## src/rtl/asr_pkg.sv

```systemverilog
package asr_pkg;
  typedef enum logic {
    CH_LEFT  = 1'b0,
    CH_RIGHT = 1'b1
  } chan_e;
endpackage

```

## src/rtl/asr_sync.sv

```systemverilog
module asr_sync #(
  parameter int WIDTH  = 3,
  parameter int STAGES = 2
) (
  input  logic             clk,
  input  logic             rst_n,
  input  logic [WIDTH-1:0] din,
  output logic [WIDTH-1:0] dout
);
  logic [WIDTH-1:0] stg_q [STAGES];

  for (genvar g = 0; g < STAGES; g++) begin : g_stage
    if (g == 0) begin : g_first
      always_ff @(posedge clk or negedge rst_n) begin
        if (!rst_n) stg_q[g] <= '0;
        else        stg_q[g] <= din;
      end
    end else begin : g_next
      always_ff @(posedge clk or negedge rst_n) begin
        if (!rst_n) stg_q[g] <= '0;
        else        stg_q[g] <= stg_q[g-1];
      end
    end
  end

  assign dout = stg_q[STAGES-1];
endmodule

```

## src/rtl/asr_capture.sv

```systemverilog
module asr_capture
  import asr_pkg::*;
(
  input  logic  clk,
  input  logic  rst_n,
  input  logic  bclk_s,
  input  logic  ws_s,
  input  logic  sd_s,
  output logic  stb_o,
  output logic  bit_o,
  output logic  flip_o,
  output chan_e chan_o
);
  logic  bclk_q, ws_last_q, ws_seen_q, stb_q, bit_q, flip_q;
  chan_e chan_q;
  logic  ws_last_d, ws_seen_d, stb_d, bit_d, flip_d;
  chan_e chan_d;
  logic  rise;

  assign rise = bclk_s & ~bclk_q;

  always_comb begin
    ws_last_d = ws_last_q;
    ws_seen_d = ws_seen_q;
    stb_d     = 1'b0;
    bit_d     = bit_q;
    flip_d    = 1'b0;
    chan_d    = chan_q;
    if (rise) begin
      stb_d     = 1'b1;
      bit_d     = sd_s;
      flip_d    = ws_seen_q && (ws_s != ws_last_q);
      chan_d    = chan_e'(ws_last_q);
      ws_last_d = ws_s;
      ws_seen_d = 1'b1;
    end
  end

  always_ff @(posedge clk or negedge rst_n) begin
    if (!rst_n) begin
      bclk_q    <= 1'b0;
      ws_last_q <= 1'b0;
      ws_seen_q <= 1'b0;
      stb_q     <= 1'b0;
      bit_q     <= 1'b0;
      flip_q    <= 1'b0;
      chan_q    <= CH_LEFT;
    end else begin
      bclk_q    <= bclk_s;
      ws_last_q <= ws_last_d;
      ws_seen_q <= ws_seen_d;
      stb_q     <= stb_d;
      bit_q     <= bit_d;
      flip_q    <= flip_d;
      chan_q    <= chan_d;
    end
  end

  assign stb_o  = stb_q;
  assign bit_o  = bit_q;
  assign flip_o = flip_q;
  assign chan_o = chan_q;

  // one strobe per bit-clock rise, never on back-to-back cycles
  p_stb_single_r1: assert property (@(posedge clk) disable iff (!rst_n)
    stb_q |=> !stb_q);
  // a word boundary is only flagged together with a bit
  p_flip_with_bit_r6: assert property (@(posedge clk) disable iff (!rst_n)
    flip_q |-> stb_q);
endmodule

```

## src/rtl/asr_word_asm.sv

```systemverilog
module asr_word_asm
  import asr_pkg::*;
#(
  parameter int DATA_W = 16
) (
  input  logic              clk,
  input  logic              rst_n,
  input  logic              stb_i,
  input  logic              bit_i,
  input  logic              flip_i,
  input  chan_e             chan_i,
  output logic              done_o,
  output logic [DATA_W-1:0] word_o,
  output chan_e             chan_o,
  output logic              whole_o
);
  localparam int CW = $clog2(DATA_W + 1);
  localparam int IW = $clog2(DATA_W);
  localparam logic [CW-1:0] FULL   = CW'(DATA_W);
  localparam logic [IW-1:0] TOPIDX = IW'(DATA_W - 1);

  logic [DATA_W-1:0] acc_q, acc_d, acc_w, word_q, word_d;
  logic [CW-1:0]     cnt_q, cnt_d;
  logic              started_q, started_d, done_q, done_d, whole_q, whole_d;
  chan_e             wchan_q, wchan_d;
  logic [IW-1:0]     idx;
  logic              room;

  assign room = (cnt_q < FULL);
  assign idx  = TOPIDX - cnt_q[IW-1:0];

  always_comb begin
    acc_w = acc_q;
    if (room) acc_w[idx] = bit_i;
  end

  always_comb begin
    acc_d     = acc_q;
    cnt_d     = cnt_q;
    started_d = started_q;
    done_d    = 1'b0;
    word_d    = word_q;
    wchan_d   = wchan_q;
    whole_d   = whole_q;
    if (stb_i) begin
      if (flip_i) begin
        done_d    = 1'b1;
        word_d    = acc_w;
        wchan_d   = chan_i;
        whole_d   = started_q;
        acc_d     = '0;
        cnt_d     = '0;
        started_d = 1'b1;
      end else begin
        acc_d = acc_w;
        if (room) cnt_d = cnt_q + CW'(1);
      end
    end
  end

  always_ff @(posedge clk or negedge rst_n) begin
    if (!rst_n) begin
      acc_q     <= '0;
      cnt_q     <= '0;
      started_q <= 1'b0;
      done_q    <= 1'b0;
      word_q    <= '0;
      wchan_q   <= CH_LEFT;
      whole_q   <= 1'b0;
    end else begin
      acc_q     <= acc_d;
      cnt_q     <= cnt_d;
      started_q <= started_d;
      done_q    <= done_d;
      word_q    <= word_d;
      wchan_q   <= wchan_d;
      whole_q   <= whole_d;
    end
  end

  assign done_o  = done_q;
  assign word_o  = word_q;
  assign chan_o  = wchan_q;
  assign whole_o = whole_q;

  // the fill counter never passes the receiver width
  p_cnt_bound_r3: assert property (@(posedge clk) disable iff (!rst_n)
    cnt_q <= FULL);
  // a boundary leaves the assembler empty for the next word
  p_clear_on_flip_r6: assert property (@(posedge clk) disable iff (!rst_n)
    (stb_i && flip_i) |=> (cnt_q == '0 && acc_q == '0));
endmodule

```

## src/rtl/asr_pair.sv

```systemverilog
module asr_pair
  import asr_pkg::*;
#(
  parameter int DATA_W = 16
) (
  input  logic              clk,
  input  logic              rst_n,
  input  logic              done_i,
  input  logic [DATA_W-1:0] word_i,
  input  chan_e             chan_i,
  input  logic              whole_i,
  output logic [DATA_W-1:0] left_o,
  output logic [DATA_W-1:0] right_o,
  output logic              valid_o
);
  logic [DATA_W-1:0] hold_q, hold_d, left_q, left_d, right_q, right_d;
  logic              have_q, have_d, valid_q, valid_d;

  always_comb begin
    hold_d  = hold_q;
    have_d  = have_q;
    left_d  = left_q;
    right_d = right_q;
    valid_d = 1'b0;
    if (done_i) begin
      if (!whole_i) begin
        have_d = 1'b0;
      end else if (chan_i == CH_LEFT) begin
        hold_d = word_i;
        have_d = 1'b1;
      end else if (have_q) begin
        left_d  = hold_q;
        right_d = word_i;
        valid_d = 1'b1;
        have_d  = 1'b0;
      end
    end
  end

  always_ff @(posedge clk or negedge rst_n) begin
    if (!rst_n) begin
      hold_q  <= '0;
      have_q  <= 1'b0;
      left_q  <= '0;
      right_q <= '0;
      valid_q <= 1'b0;
    end else begin
      hold_q  <= hold_d;
      have_q  <= have_d;
      left_q  <= left_d;
      right_q <= right_d;
      valid_q <= valid_d;
    end
  end

  assign left_o  = left_q;
  assign right_o = right_q;
  assign valid_o = valid_q;

  // strobe lasts a single cycle
  p_valid_pulse_r7: assert property (@(posedge clk) disable iff (!rst_n)
    valid_q |=> !valid_q);
  // outputs only move together with the strobe
  p_hold_out_r7: assert property (@(posedge clk) disable iff (!rst_n)
    !valid_q |-> ($stable(left_q) && $stable(right_q)));
  // a pair needs a held left word behind it
  p_pair_needs_left_r8: assert property (@(posedge clk) disable iff (!rst_n)
    (done_i && whole_i && chan_i == CH_RIGHT && !have_q) |=> !valid_q);
endmodule

```

## src/rtl/audio_serial_rx.sv

```systemverilog
module audio_serial_rx
  import asr_pkg::*;
#(
  parameter int DATA_W      = 16,
  parameter int SYNC_STAGES = 2
) (
  input  logic              clk,
  input  logic              rst_n,
  input  logic              bclk_i,
  input  logic              lrsel_i,
  input  logic              sdata_i,
  output logic [DATA_W-1:0] left_o,
  output logic [DATA_W-1:0] right_o,
  output logic              valid_o
);
  logic [2:0]        raw, synced;
  logic              stb, bitv, flip, done, whole;
  chan_e             bchan, wchan;
  logic [DATA_W-1:0] word;

  assign raw = {bclk_i, lrsel_i, sdata_i};

  asr_sync #(.WIDTH(3), .STAGES(SYNC_STAGES)) u_sync (
    .clk(clk), .rst_n(rst_n), .din(raw), .dout(synced)
  );

  asr_capture u_cap (
    .clk(clk), .rst_n(rst_n),
    .bclk_s(synced[2]), .ws_s(synced[1]), .sd_s(synced[0]),
    .stb_o(stb), .bit_o(bitv), .flip_o(flip), .chan_o(bchan)
  );

  asr_word_asm #(.DATA_W(DATA_W)) u_asm (
    .clk(clk), .rst_n(rst_n),
    .stb_i(stb), .bit_i(bitv), .flip_i(flip), .chan_i(bchan),
    .done_o(done), .word_o(word), .chan_o(wchan), .whole_o(whole)
  );

  asr_pair #(.DATA_W(DATA_W)) u_pair (
    .clk(clk), .rst_n(rst_n),
    .done_i(done), .word_i(word), .chan_i(wchan), .whole_i(whole),
    .left_o(left_o), .right_o(right_o), .valid_o(valid_o)
  );
endmodule

```

## config.mk

```make
export PLATFORM = sky130hd
export DESIGN_NAME = audio_serial_rx
export DESIGN_NICKNAME = d
export VERILOG_FILES = /design/src/rtl/asr_pkg.sv /design/src/rtl/asr_sync.sv /design/src/rtl/asr_capture.sv /design/src/rtl/asr_word_asm.sv /design/src/rtl/asr_pair.sv /design/src/rtl/audio_serial_rx.sv
export SDC_FILE = /design/constraint.sdc
export NUM_CORES = 1
export LEC_CHECK = 0
export BUFFER_PORTS_ARGS = -buffer_cell sky130_fd_sc_hd__buf_4
export CORE_UTILIZATION = 30
export CTS_CLUSTER_DIAMETER = 30
export CTS_CLUSTER_SIZE = 16
export DETAILED_ROUTE_END_ITERATION = 16
export SETUP_SLACK_MARGIN = 0.4
export SYNTH_ARGS = -nofsm -noshare
export SYNTH_HDL_FRONTEND = slang
export SYNTH_SLANG_ARGS = --single-unit
```

## constraint.sdc

```tcl
create_clock -name clk -period 1.6 [get_ports clk]
set_input_delay 0.08 -clock clk [delete_from_list [all_inputs] [get_ports clk]]
set_output_delay 0.08 -clock clk [all_outputs]
set_load 0.02 [all_outputs]
```

After elaboration in Yosys (flattened, before gate mapping)
Index checks and enable logic that the tools add are counted.
Word-level totals
  output and inout bits: 33
  word-level logic and storage cells: 54
  bits of input ports: 5
  bits in registers: 104
Cells by class
  bitwise gates (word level): 3
  multiplexer cells: 17
  magnitude comparators: 3
  reduce and logical (&&, ||, !) cells: 7
  equality and inequality tests: 1
  add/sub/neg operators: 2
Operators by type and width (number)
  $mux 16: 2
  $bwmux 16: 1
  $mux 1: 11
  $mux 5: 2
  $add 5x1->5 const B: 1
  $lt 4x5->1 const B: 1
  $lt 5x5->1 const B: 1
  $demux 1 s4: 1
  $ge 4x1->1 const B: 1
  $reduce_and 2->1: 2
  $reduce_and 4->1: 1
  $sub 4x4->4 const A: 1
  $reduce_and 3->1: 1
  $logic_and 1x1->1: 2
  $not 1->1: 2
  $reduce_bool 2->1: 1
  $and 1x1->1: 1
  $ne 1x1->1: 1

Depth between registers and ports, before layout
Gate-level depths: netlist of run 1.
  depth in word-level cells: 8
  depth in mapped cells: 5
  depth with buffers taken out: 5

Cells and area by module
Synthesis of run 1 repeated with hierarchy kept, for this count alone.
Unflattened totals
  cells, all modules: 334
  area, all modules: 4664.5 µm²
Modules (own cells, without submodules)
  asr_word_asm: times used 1, seq. area each 1026.0 µm², cells each 203, area an instance 2224.6 µm²
  asr_pair: times used 1, seq. area each 1251.2 µm², cells each 107, area an instance 1999.4 µm²
  asr_capture: times used 1, seq. area each 175.2 µm², cells each 15, area an instance 267.8 µm²
  asr_sync: times used 1, seq. area each 150.1 µm², cells each 9, area an instance 172.7 µm²

Least setup slack after synthesis of run 1
OpenSTA, ideal clock, no wires.
  path kind: reg-to-reg
  start: reg u_asm.cnt_q[0]
  end: reg u_asm.acc_q[15]
  arrival time: 1.216 ns
  library setup time: 0.138 ns
  path slack: 0.246 ns
  stages on the path, launching flop included: 6
  cell sequence: dfrtp_1 > inv_1 > ha_1 > nor4b_4 > mux2i_1 > o22ai_1
On the way
  cells in the longest elaborated chain, start to end: 8
Ends and longest elaborated chain
  start, declared: line asr_word_asm.sv:23  | logic [CW-1:0] cnt_q, cnt_d;
  start signal, assigned: line asr_word_asm.sv:72  | cnt_q <= cnt_d;
  $sub 4x4->4: line asr_word_asm.sv:30  | assign idx = TOPIDX - cnt_q[IW-1:0];
  $lt 4x5->1 (not written as such) / $ge 4x1->1 (equally long branches): line asr_word_asm.sv:34  | if (room) acc_w[idx] = bit_i;
  $logic_and 1x1->1 (not written as such): line asr_word_asm.sv:34
  $mux 1 (not written as such): line asr_word_asm.sv:34
  $demux 1 s4
  $bwmux 16: line asr_word_asm.sv:34
  $mux 16 *: line asr_word_asm.sv:34
  $mux 16 *: line asr_word_asm.sv:46  | if (flip_i) begin
  end signal, assigned: line asr_word_asm.sv:63  | acc_q <= '0;
  end signal, assigned: line asr_word_asm.sv:71  | acc_q <= acc_d;
  end, declared: line asr_word_asm.sv:22  | logic [DATA_W-1:0] acc_q, acc_d, acc_w, word_q, word_d;
Mark *: on every way between the ends. The rest lies on a longest branch, timed or not.
A chain may end at the register's enable or synchronous reset.

Final worst setup path of run 1
  start: reg u_asm.cnt_q[0]
  end: reg u_asm.acc_q[14]
The elaborated chain is that of the path after synthesis.

==> summary.md, run 1 <==
| Metric | Value |
|---|---|
| Outcome | `finished, final reports clean` |
| Drt initial violations | `86` |
| Sw Ratio | `0.274` |
| Sequential fraction of design power | `0.455` |
| Worst path required time | `between 1.5 and 2 ns` |
| Total design power | `7.11 mW` |
| Fraction of registers with async set/reset | `1.00` |
| Number of port buffers | `37` |
| DRC viols | `0` |
| First-pass GRT wire length | `14400 um` |
| Layout cells sized above 1 | `0.454` |
| Synth Warn # | `0` |
| Yosys reg bits | `104` |
| RSZ-0062 raised after global routing | `yes` |
| VDD IR max | `0.610 mV` |
| Final net count | `approximately 400` |
| Synth cell types | `35` |
| CP Launch Type | `register` |
| Comb power frac | `0.207` |
| Top-area cell type share of the netlist area | `0.588` |
| Main synth FF type | `dfrtp_1` |
| Cell Pwr Density | `1190 nW/um^2` |
| Worst skew pair latency | `roughly 0.36 ns` |
| Actual slew at the worst max-slew pin | `between 0.5 and 0.6 ns` |
| Setup-failing EPs final | `0` |
| Remaining Overflow, GRT | `0` |
| Sink Count | `104` |
| Int Power | `just over 5 mW` |
| Max-slew headroom at the worst pin | `0.612` |
| Yosys top cell by area | `dfrtp_1` |
| Crit path from | `u_asm.cnt_q[0]$_DFFE_PN0P_` |
| First-pass DRT Iterations | `4` |
| Core ar. | `14500 um^2` |
| Fin. max-slew vios | `0` |
| Post-Syn Area per Cell | `13.8 um^2` |
| CTS tree | `built` |
| Crit path time final | `~1.4 ns` |
| Worst Hold Class | `in2async` |
| Max Clock Freq | `723 MHz` |
| Drt via density | `4.61` |
| Syn Inst Count | `320` |
| Total number of vias | `2699` |
| Post-synthesis instance area | `4430 um^2` |
| Largest cells by area after synthesis | `dfrtp_1 59%, mux2_1 9.7%, mux2i_1 4.1%` |
| Switching power | `~1.9 mW` |
| Tcrit/Tclk final | `0.864` |
| Final Hold Fails | `0` |
| Reg clk slew, reported paths | `0.07 ns` |
| Gr usage total | `0.126` |
| Clock power share | `0.338` |
| Routability-driven placement congestion ratio | `0.722` |
| Critical path arrival | `1.62 ns` |
| Placed cell count | `536` |
| Boundary Pins | `38` |
| # diodes | `0` |
| Effective utilization at floorplan | `0.306` |
| ANT nets after route | `0` |
| Number of global-route vias before repair | `2745` |
| Area Growth Syn to Fin | `34.5%` |
| Most common cell after layout, fill and taps aside | `dfrtp_1` |
| Number of max-cap violations | `0` |
| Leak pwr | `2.91 nW` |
| Crit path kind | `reg2reg` |
| Register area share after synthesis | `0.588` |
| Commonest cells after routing, fill and taps aside | `100 x dfrtp_1, 63 x buf_4, 38 x mux2_4, 23 x o21ai_1, 18 x nand2_1` |
| Die footprint | `15300 um^2` |
| Final setup TNS | `0 ns` |
| H-Tree Depth | `3` |
| Crit Reg-Reg Startpoint | `u_asm.cnt_q[0]$_DFFE_PN0P_` |
| Rows | `44` |
| Avg WL per Cell | `between 15 and 20 um` |
| Die Wd | `about 120 um` |
| Die Y-Extent | `124 um` |
| EDFF count, synth | `0` |
| Post-Route Skew | `0.00652 ns` |
| Syn Nets | `329` |
| Largest net degree at the start of global routing | `44` |
| Finished Layout Cells | `585` |
| CTS root buf | `clkbuf_16` |
| Total wire length | `8800 um` |
| Critical path endpoint category | `register` |
| Crit-path max FO | `4` |
| HPWL Detailed | `between 5000 and 6000 um` |
| CTS Buf Count | `9` |
| Initial antenna violation count | `0` |
| CTS max path bufs | `2` |
## cells in the mapped netlist, types with 5 or more instances
library cell / instances
dfrtp_1: 104
clkbuf_1: 6
mux2_2: 15
o22ai_1: 7
inv_1: 12
and4bb_4: 7
buf_2: 6
o21ai_0: 7
buf_6: 6
o21ai_1: 23
mux2_1: 38
mux2i_1: 18
a22o_1: 13
nor2b_1: 5
nand2_1: 18
## state kept, by name, summed over array words and instances (netlist names), 3 cells and up
name and count:
u_sync.dout 3, u_pair.left_o 16, u_pair.right_o 16, u_asm.acc_q 16
u_asm.cnt_q 5, u_sync.stg_q 3, u_pair.hold_q 16, u_asm.word_o 16
## critical path: stages (launching register included)
cell	delay, ns
dfrtp_2	0.43
buf_6	0.12
ha_4	0.15
nor4b_4	0.25
mux2i_1	0.23
o22ai_1	0.09
## what timing repair did
item,in CTS,in global routing
gates resized for setup,39,32
hold buffers,4,0
pin swaps,12,6
cloned,4,1
hold endpoints to repair,44,0
buffers inserted,17,7
setup endpoints to repair,79,86
## metrics by stage
step / instance area [um^2] / utilization / hold WS (ns) / setup slack, ns
finish: 5960 / 0.412 / 0.260 / 0.218
floorplan: 4450 / - / -0.216 / 0.265
global route: 5960 / 0.412 / 0.341 / 0.117
CTS: 5770 / 0.398 / 0.280 / 0.218
detailed placement: 4990 / 0.345 / 0.122 / 0.131
global placement: 4990 / 0.345 / 0.108 / 0.160
## final timing paths
check                                                    end  slack (ns)  depth (start not counted)
worst max-delay path             u_asm.acc_q[14]$_DFFE_PN0P_        0.22                          5
worst min-delay path                u_pair.valid_o$_DFF_PN0_        0.26                          2
worst max register to register   u_asm.acc_q[14]$_DFFE_PN0P_        0.22                          5
worst min register to register      u_sync.dout[2]$_DFF_PN0_        0.35                          0
max in group asynchronous       u_pair.left_o[5]$_DFFE_PN0P_        0.74                          3
min in group clk                    u_sync.dout[2]$_DFF_PN0_        0.35                          0
## power by group through the flow
stage                     logic [mW]  clock network, mW  registers, mW
after global placement          1.19                  0           3.24
final                           1.47               2.40           3.24
after CTS                       1.44               2.47           3.23
after global routing            1.61               2.59           3.29
after detailed placement        1.21                  0           3.27
after floorplan                0.933                  0           3.18
## per-layer routing
layer	up-vias	wire length [um]	global-route usage
li1	1300	-	-
met1	1354	4070	0.152
met2	35	4290	0.211
met3	10	324	0.0457
met4	0	106	0.0361
met5	-	0	0
## final cells by class
| type | count | area [um^2] |
|---|---|---|
| multi-input combinational | 182 | 1850 |
| tap | 184 | 230 |
| timing repair buffer | 86 | 893 |
| inverter | 13 | 51.3 |
| clock inverter | 7 | 103 |
| sequential | 104 | 2610 |
| clock buffer | 9 | 225 |
| fill | 1306 | 8520 |
## kinds of logic (layout without fill, tap and decap cells)
family / after synthesis / count (layout) / synth area share
simple gates: 50 / 50 / 0.103
flops: 104 / 104 / 0.588
buf+inv: 34 / 115 / 0.0424
fa+ha+maj: 4 / 4 / 0.0113
xor+xnor: 1 / 1 / 0.00198
mux: 71 / 71 / 0.175
compound gates: 56 / 56 / 0.0788
(Power assumes the default switching activity.)
==> run 2, diff against run 1 <==
Clock period 1.6 ns to 1.5 ns, I/O delays scaled along.
==> run 2 against run 1 <==
Effect of this change: sequential share of layout area rose by 0.070 points; core utilization barely moved; register-to-register slack got worse by 0.13 ns; global-route usage rose by 0.22 points; final area barely moved; combinational power rose by 5%; hold slack got worse by 0.043 ns; maximum frequency fell by 1.8%; highest routed layer unchanged.
==> summary.md, run 2 (same netlist as run 1, synthesis figures left out) <==
| Metric | Value |
|---|---|
| Number of max-cap violations | `0` |
| HPWL Detailed | `5290 um` |
| Core ar. | `14500 um^2` |
| Post-DP Area | `slightly above 5000 um^2` |
| Rows | `44` |
| H-Tree Depth | `3` |
| Sequential fraction of design power | `0.455` |
| Crit path time final | `1.41 ns` |
| First-pass GRT wire length | `14600 um` |
| Most common cell after layout, fill and taps aside | `dfrtp_1` |
| CTS root buf | `clkbuf_16` |
| Crit Reg-Reg Startpoint | `u_asm.cnt_q[1]$_DFFE_PN0P_` |
| Sw Ratio | `0.271` |
| Critical path arrival | `between 1.5 and 2 ns` |
| CTS max path bufs | `2` |
| # diodes | `0` |
| Effective utilization at floorplan | `0.306` |
| Boundary Pins | `38` |
| CP Launch Type | `register` |
| Number of port buffers | `37` |
| Die Wd | `124 um` |
| Routability-driven placement congestion ratio | `0.712` |
| Comb power frac | `0.202` |
| Number of global-route vias before repair | `2801` |
| R2R Setup Slk | `0.09 ns` |
| Cell Pwr Density | `1280 nW/um^2` |
| Final net count | `393` |
| Max Clock Freq | `710 MHz` |
| Total design power | `7.65 mW` |
| VDD IR max | `0.555 mV` |
| Busiest grt layer | `met2` |
| Layout cells sized above 1 | `0.452` |
| Worst hold slack | `0.216 ns` |
| Leak pwr | `2.91 nW` |
| Die Y-Extent | `124 um` |
| Met2 Use GR | `0.199` |
| Drt initial violations | `86` |
| Actual slew at the worst max-slew pin | `0.459 ns` |
| Tcrit/Tclk final | `0.939` |
| Fin worst setup slack | `a little over 0.09 ns` |
| Clock power share | `0.342` |
| Worst path required time | `1.73 ns` |
| Avg WL per Cell | `approximately 16 um` |
| Crit path kind | `reg2reg` |
| Post-Route Skew | `0.00590 ns` |
| Fin. max-slew vios | `0` |
| Sink Count | `approximately 100` |
| Setup WS pre-CTS | `0.0415 ns` |
| DRC viols | `0` |
| Crit-path max FO | `4` |
| Largest net degree at the start of global routing | `34` |
| Crit-path cells | `inv_4 > ha_4 > nor4b_4 > mux2i_1 > o22ai_1` |
| Int Power | `5.58 mW` |
| CTS Buf Count | `9` |
| Crit path from | `u_asm.cnt_q[1]$_DFFE_PN0P_` |
| # fillers | `1291` |
| Remaining Overflow, GRT | `0` |
| Final cell utilization of the core | `0.411` |
| Gr usage total | `0.128` |
| Slowest-stage cell, CP | `dfrtp_2` |
| Worst skew pair latency | `0.35 ns` |
| ANT nets after route | `0` |
| RSZ-0062 raised after global routing | `yes` |
| Total wire length | `9110 um` |
| Die footprint | `15300 um^2` |
| Max-slew headroom at the worst pin | `0.694` |
| Outcome | `finished, final reports clean` |
| Crit-path max cell delay | `0.45 ns` |
| Total number of vias | `2705` |
| Critical path endpoint category | `register` |
| Initial antenna violation count | `0` |
| Met3 usage | `0.0406` |
| Reg clk slew, reported paths | `around 0.070 ns` |
| CTS tree | `built` |
| Switching power | `2.07 mW` |
| Setup-failing EPs final | `0` |
| Commonest cells after routing, fill and taps aside | `98 x dfrtp_1, 50 x mux2_4, 48 x buf_4, 24 x o21ai_1, 18 x mux2i_1` |
| Final Hold Fails | `0` |
| Met1 GRT Util | `0.164` |
| Drt via density | `4.72` |
| Area Growth Syn to Fin | `34.5%` |
| Design Area, Final | `5960 um^2` |
| First-pass DRT Iterations | `4` |
| Worst Hold Class | `in2async` |
==> run 2: changes by cell type in the layout (fill, tap and decap cells not counted), moves of 2 or more <==
cell and delta:
mux2i_1 +3, inv_1 -2, dfrtp_1 -2, o21ai_0 -2
buf_6 +3, dfrtp_2 +2, mux2_1 -2, clkbuf_8 +2
mux2i_2 -3, mux2_2 -10, buf_4 -15, mux2_4 +12
==> run 2: path summary, 6_finish.rpt <==
kind,to,cells past startpoint
hold / removal,u_pair.left_o[2]$_DFFE_PN0P_,2
min in group clk,u_sync.dout[2]$_DFF_PN0_,0
setup / recovery,u_asm.acc_q[14]$_DFFE_PN0P_,5
hold reg to reg,u_sync.dout[2]$_DFF_PN0_,0
max in group asynchronous,u_asm.done_o$_DFF_PN0_,3
setup reg to reg,u_asm.acc_q[14]$_DFFE_PN0P_,5
==> run 2: per-stage QoR <==
step,instances,TNS [ns]
final,573,0
after detailed placement,533,0
after global routing,573,-0.00313
after CTS,571,0
after global placement,533,0
after floorplan,320,0
==> run 2: area by class of cell <==
cell class / count / area, um^2 / share of cell area
timing repair buffer: 74 / 805 / 0.135
clock inverter: 5 / 86.3 / 0.0145
sequential: 104 / 2610 / 0.438
clock buffer: 11 / 253 / 0.0424
tap: 184 / 230 / 0.0387
multi-input combinational: 182 / 1920 / 0.322
inverter: 13 / 56.3 / 0.00945
==> run 2: worst max-delay path: cells and delay by family (launching register included) <==
family | cells | cell delay, ns
flip-flops | 1 | 0.45
AND/OR/NAND/NOR | 1 | 0.25
multiplexers | 1 | 0.22
adder cells (fa/ha/maj) | 1 | 0.16
buffers and inverters | 1 | 0.10
AO/OA/AOI/OAI | 1 | 0.10
==> run 2: layer usage <==
layer / vias to the layer above / wire, um
met1: 1367 / 4300
met3: 17 / 371
li1: 1271 / -
met4: 0 / 169
met5: - / 0
met2: 50 / 4280
==> run 2: power by group through the flow <==
stage / registers, mW / logic (mW) / clock network [mW]
after floorplan: 3.41 / 1.02 / 0
after global placement: 3.49 / 1.29 / 0
after detailed placement: 3.52 / 1.31 / 0
after CTS: 3.48 / 1.50 / 2.69
after global routing: 3.53 / 1.70 / 2.83
final: 3.48 / 1.55 / 2.62
==> run 2: repair_timing <==
action,in CTS,in global routing
endpoints found under the setup margin,90,91
buffers inserted,15,0
gates cloned,3,2
gates resized for setup,25,30
pin swaps,5,2
hold buffers,4,0
hold endpoints to repair,32,0
